<file path="config.mk">
export PLATFORM = sky130hd
export DESIGN_NAME = alu8_core
export DESIGN_NICKNAME = d
export VERILOG_FILES = /design/src/rtl/alu8_pkg.sv /design/src/rtl/alu8_decode.sv /design/src/rtl/alu8_pgrow.sv /design/src/rtl/alu8_prefix.sv /design/src/rtl/alu8_core.sv
export SDC_FILE = /design/constraint.sdc
export NUM_CORES = 1
export LEC_CHECK = 0
export ABC_CLOCK_PERIOD_IN_PS = 800
export BUFFER_PORTS_ARGS = -buffer_cell sky130_fd_sc_hd__buf_2
export CORE_ASPECT_RATIO = 0.9
export CORE_MARGIN = 2
export CORE_UTILIZATION = 50
export CTS_BUF_LIST = sky130_fd_sc_hd__clkbuf_8
export CTS_CLUSTER_DIAMETER = 200
export DETAILED_ROUTE_END_ITERATION = 12
export HOLD_SLACK_MARGIN = 0.1
export PLACE_DENSITY = 0.74
export SKIP_CTS_REPAIR_TIMING = 1
export SLEW_MARGIN = 20
export SYNTH_ARGS = -nofsm -noshare
export SYNTH_HDL_FRONTEND = slang
export SYNTH_HIERARCHICAL = 1
export SYNTH_SLANG_ARGS = --single-unit
</file>
<file path="constraint.sdc">
create_clock -name clk -period 0.8 [get_ports clk]
set_input_delay 0.04 -clock clk [delete_from_list [all_inputs] [get_ports clk]]
set_output_delay 0.04 -clock clk [all_outputs]
set_load 0.03 [all_outputs]
</file>
<file path="src/rtl/alu8_pkg.sv">
package alu8_pkg;

    typedef enum logic [3:0] {
        FN_AND  = 4'b0000,
        FN_OR   = 4'b0001,
        FN_XOR  = 4'b0010,
        FN_ANDN = 4'b0011,
        FN_CMPU = 4'b0100,
        FN_CMPS = 4'b0101,
        FN_SUB  = 4'b0110,
        FN_ADD  = 4'b0111,
        FN_SET  = 4'b1000
    } alu_fn_e;

    typedef struct packed {
        logic known;     // code belongs to the map
        logic pass;      // restore sri onto the AND path
        logic neg;       // invert snd before the P/G rows
        logic orx;       // force the OR result on the X path
        logic xsel;      // pick the X path over the AND path
        logic arith;     // take the adder sum
        logic cin;       // adder carry in
        logic cmp_u;     // unsigned compare
        logic cmp_s;     // signed compare
        logic wr;        // result is written back
    } alu_ctrl_t;

endpackage

</file>
<file path="src/rtl/alu8_decode.sv">
module alu8_decode
    import alu8_pkg::*;
(
    input  logic [3:0] func,
    output alu_ctrl_t  ctrl
);
    logic f0, f1, f2, f3;

    always_comb begin
        f0 = func[0];
        f1 = func[1];
        f2 = func[2];
        f3 = func[3];
        ctrl.known = !f3 || (func == FN_SET);
        ctrl.pass  = f3;
        ctrl.neg   = (f0 & f1) ^ f2;
        ctrl.orx   = !(f1 | f2 | f3);
        ctrl.xsel  = f0 ^ f1;
        ctrl.arith = f2;
        ctrl.cin   = f2 & ((f0 & f1) ^ f2);
        ctrl.cmp_u = (func == FN_CMPU);
        ctrl.cmp_s = (func == FN_CMPS);
        ctrl.wr    = ctrl.known && !(ctrl.cmp_u || ctrl.cmp_s);
    end
endmodule

</file>
<file path="src/rtl/alu8_pgrow.sv">
module alu8_pgrow #(
    parameter int W = 8
) (
    input  logic [W-1:0] sri,
    input  logic [W-1:0] snd,
    input  logic         neg,
    input  logic         pass,
    input  logic         orx,
    input  logic         xsel,
    output logic [W-1:0] gen,
    output logic [W-1:0] prop,
    output logic [W-1:0] half,
    output logic [W-1:0] logic_res
);
    logic [W-1:0] opb;
    logic [W-1:0] and_path;
    logic [W-1:0] x_path;

    generate
        for (genvar i = 0; i < W; i++) begin : g_bit
            always_comb begin
                opb[i]      = snd[i] ^ neg;
                gen[i]      = sri[i] & opb[i];
                prop[i]     = sri[i] | opb[i];
                half[i]     = prop[i] & ~gen[i];
                and_path[i] = gen[i] | (sri[i] & pass);
                x_path[i]   = prop[i] & (~gen[i] | orx);
                logic_res[i] = xsel ? x_path[i] : and_path[i];
            end
        end
    endgenerate
endmodule

</file>
<file path="src/rtl/alu8_prefix.sv">
module alu8_prefix #(
    parameter int W = 8
) (
    input  logic [W-1:0] gen,
    input  logic [W-1:0] prop,
    input  logic [W-1:0] half,
    input  logic         cin,
    output logic [W-1:0] sum,
    output logic         cout,
    output logic         c_msb
);
    localparam int LV = (W > 1) ? $clog2(W) : 1;

    logic [LV:0][W-1:0] gl;
    logic [LV:0][W-1:0] pl;
    logic [W:0]         carry;

    always_comb begin
        gl[0]    = gen;
        pl[0]    = prop;
        gl[0][0] = gen[0] | (prop[0] & cin);
    end

    generate
        for (genvar l = 0; l < LV; l++) begin : g_lvl
            localparam int D = 1 << l;
            for (genvar i = 0; i < W; i++) begin : g_col
                if (i >= D) begin : g_mrg
                    always_comb begin
                        gl[l+1][i] = gl[l][i] | (pl[l][i] & gl[l][i-D]);
                        pl[l+1][i] = pl[l][i] & pl[l][i-D];
                    end
                end else begin : g_cpy
                    always_comb begin
                        gl[l+1][i] = gl[l][i];
                        pl[l+1][i] = pl[l][i];
                    end
                end
            end
        end
    endgenerate

    always_comb begin
        carry[0]   = cin;
        carry[W:1] = gl[LV];
        sum        = half ^ carry[W-1:0];
        cout       = carry[W];
        c_msb      = carry[W-1];
    end
endmodule

</file>
<file path="src/rtl/alu8_core.sv">
module alu8_core
    import alu8_pkg::*;
#(
    parameter int W = 8
) (
    input  logic         clk,
    input  logic         rst_n,
    input  logic [W-1:0] sri,
    input  logic [W-1:0] snd,
    input  logic [3:0]   func,
    output logic [W-1:0] res,
    output logic         cout,
    output logic         lt,
    output logic         we
);
    localparam int MSB = W - 1;

    typedef struct packed {
        logic [W-1:0] res;
        logic         cout;
        logic         lt;
        logic         we;
    } out_t;

    alu_ctrl_t    ctrl;
    logic [W-1:0] gen, prop, half, logic_res, sum;
    logic         add_co, c_msb;
    out_t         out_d, out_q;

    alu8_decode u_dec (
        .func (func),
        .ctrl (ctrl)
    );

    alu8_pgrow #(.W(W)) u_pg (
        .sri       (sri),
        .snd       (snd),
        .neg       (ctrl.neg),
        .pass      (ctrl.pass),
        .orx       (ctrl.orx),
        .xsel      (ctrl.xsel),
        .gen       (gen),
        .prop      (prop),
        .half      (half),
        .logic_res (logic_res)
    );

    alu8_prefix #(.W(W)) u_add (
        .gen   (gen),
        .prop  (prop),
        .half  (half),
        .cin   (ctrl.cin),
        .sum   (sum),
        .cout  (add_co),
        .c_msb (c_msb)
    );

    always_comb begin
        logic ovf;
        ovf = add_co ^ c_msb;
        out_d = '0;
        if (ctrl.known) begin
            out_d.res  = ctrl.arith ? sum : logic_res;
            out_d.cout = ctrl.arith & add_co;
            out_d.we   = ctrl.wr;
            if (ctrl.cmp_u)
                out_d.lt = ~add_co;
            else if (ctrl.cmp_s)
                out_d.lt = sum[MSB] ^ ovf;
        end
    end

    always_ff @(posedge clk or negedge rst_n) begin
        if (!rst_n)
            out_q <= '0;
        else
            out_q <= out_d;
    end

    assign res  = out_q.res;
    assign cout = out_q.cout;
    assign lt   = out_q.lt;
    assign we   = out_q.we;
endmodule

</file>
==> run summary <==
detailed-route via count: 1315
GPL Wtd Cong: 0.844
drt wl/cell: 12.9 µm
Final Critical Period: 2.44 ns
post-synthesis cell count: 163
synth unique cells: 37
WL final: 3270 µm
antenna-violating nets left: 0
Final TNS setup: -12.18 ns
sequential-to-total area share from yosys stat: 0.197
crit path kind: primary input to flop
crit end category: flop
Net Switching: 1.26 mW
Max VDD drop: 0.626 mV
H-tree lvl count: 1
CTS tree: built
DR iter-0 viols: 24
Seq pwr share: 0.216
Area Overhead vs Synth: 44.4%
Synth Net Count: 205
crit-path max FO: 5
endpoints failing setup: 11
Pleak: 1.08 nW
final instance area: 2020 µm²
drt pass-1 iters: 4
status: complete, but fails checks
max_cap viols: 0
Pint: 1.95 mW
Hold Fails Final Rpt: 0
synth warn: 6
Clk pin slew, worst setup/hold paths: 0.05 ns
Final HPWL DP: 2560 µm
Max-slew headroom: 0.751
final worst-path cycle share: 3.05
Syn Area/Cell: 8.57 µm²
synthesized area: 1400 µm²
pre-CTS setup slack: -1.88 ns
final core utilization: 0.746
Layout Nets: 267
input/output buffers: 32
Crit path arrival time: 2.58 ns
fmax: 410 MHz
Core Area: 2700 µm²
final worst-path setup slack: -1.64 ns
I/O pins: 33
Clock power frac: 0.163
total die area: 3230 µm²
placed inst area: 1770 µm²
switch share: 0.392
die width: 59.7 µm
total power draw: 3.21 mW
critical path startpoint category: primary input
Yosys reg bits: 11
number of global-route vias before repair: 1181
clock sink total: 11
Comb pwr share: 0.620
Worst Path Required: 0.95 ns
initial antenna violation count: 0
first-pass GRT wire length: 4970 µm
GRT Util Overall: 0.206
pin count of the biggest net entering global routing: 15
Chip Height: 54.1 µm
CTS buffer count: 3
Pwr Density: 1590 nW/µm²
Tightest Pin Transition: 0.370 ns
Clock Tree Buf Depth: 2
Slew Viols, Final: 0
diodes inserted: 0
Initial Util: 0.517
total gr overflow: 0
failing checks: negative setup slack
DRC Markers: 0
layout cells sized above 1: 0.415
worst hold-check path type: primary input to asynchronous set/reset pin
Vias per Instance: 5.18
FP Rows: 18
RSZ-0062 raised after global routing: true
CTS root buf: clkbuf_8
==> per-layer routing <==
layer / GRT usage / wire length, µm / vias to the layer above
li1: - / - / 658
met1: 0.241 / 1350 / 616
met2: 0.377 / 1750 / 33
met3: 0.0168 / 123 / 8
met4: 0.0963 / 53 / 0
met5: 0 / 0 / -
==> power groups by stage <==
| stage | clock network, mW | logic, mW | registers (mW) |
|---|---|---|---|
| final | 0.526 | 1.99 | 0.695 |
| after global routing | 0.570 | 2.18 | 0.704 |
| after CTS | 0.541 | 1.71 | 0.669 |
| after detailed placement | 0 | 1.71 | 0.677 |
| after global placement | 0 | 1.64 | 0.680 |
| after floorplan | 0 | 0.953 | 0.888 |
==> synth_stat cells, drive strengths merged <==
cell type,n,area [µm²]
and3,1,7.51
nand4,2,12.5
a41oi,1,16.3
mux2i,8,80.1
buf,7,65.1
and3b,1,8.76
dfrtp,11,275
xor2,14,123
nand2b,1,6.26
nand2,4,15.0
o21a,1,7.51
o21bai,1,7.51
a21o,9,67.6
xnor2,2,17.5
inv,33,124
nor2b,9,56.3
a211oi,8,70.1
clkbuf,1,5.00
a31oi,1,6.26
nor4,1,6.26
nand3,1,5.00
o21ai,4,23.8
a21oi,13,68.8
nor3b,1,7.51
nand4b,1,8.76
nor3,2,10.0
o211ai,1,7.51
a221oi,1,15.0
and2,2,15.0
ha,20,250
or4,1,7.51
==> layout by cell type, fill, tap and decap left out, types with 3 or more instances in the layout <==
cell / n
a211oi_1: 6
a21o_1: 9
a21oi_1: 12
buf_2: 19
buf_4: 31
buf_6: 12
clkbuf_8: 3
dfrtp_1: 11
ha_1: 13
ha_2: 4
ha_4: 3
inv_1: 28
inv_2: 4
mux2i_1: 7
nand2_1: 4
nor2b_1: 9
xor2_1: 11
xor2_2: 3
==> worst max-delay path by stage <==
stage	slack, ns	depth (start not counted)	to	startpoint
6_report	-1.64	17	lt	func[1]
5_1_grt	-1.82	17	lt	func[1]
4_1_cts	-1.63	17	lt	func[0]
3_5_place_dp	-1.88	17	lt	func[0]
3_3_place_gp	-1.75	17	lt	func[0]
2_1_floorplan	-1.62	17	lt	func[0]
==> area by class of cell <==
type	instances	area, µm²
multi-input cells	111	1020
fillers	187	687
repair buffers	65	503
flip-flops and latches	11	275
inverters	33	131
clock buffers	3	41.3
well taps	30	37.5
clock inverters	1	3.75
==> per-stage QoR <==
| stage | std cells | hold WS (ns) |
|---|---|---|
| after CTS | 250 | -0.340 |
| after global routing | 254 | 0.247 |
| after global placement | 246 | -0.0948 |
| after detailed placement | 246 | -0.0879 |
| final | 254 | 0.204 |
| after floorplan | 163 | -0.256 |
==> worst max-delay path: stages <==
cell      delay (ns)
buf_8           0.08
ha_4            0.13
inv_4           0.03
ha_4            0.27
inv_6           0.05
xor2_2          0.15
inv_1           0.07
ha_2            0.18
inv_2           0.04
and2_4          0.16
a221oi_4        0.26
o21ai_2         0.12
or4_1           0.48
nand4_1         0.15
xor2_2          0.17
nand3_1         0.09
o211ai_1        0.11
==> flip-flops by register name, indices dropped and copies added, names as in the netlist <==
signal / cells
lt: 1
cout: 1
res: 8
we: 1
==> logic make-up after synthesis <==
group | after synthesis | share of synthesized area
AND/OR/NAND/NOR | 27 | 0.119
multiplexers | 8 | 0.0573
AO/OA/AOI/OAI | 40 | 0.208
XOR/XNOR | 16 | 0.100
flip-flops | 11 | 0.197
adder cells (fa/ha/maj) | 20 | 0.179
buffers and inverters | 41 | 0.139
Note: power is estimated with default switching activity, not from simulation.
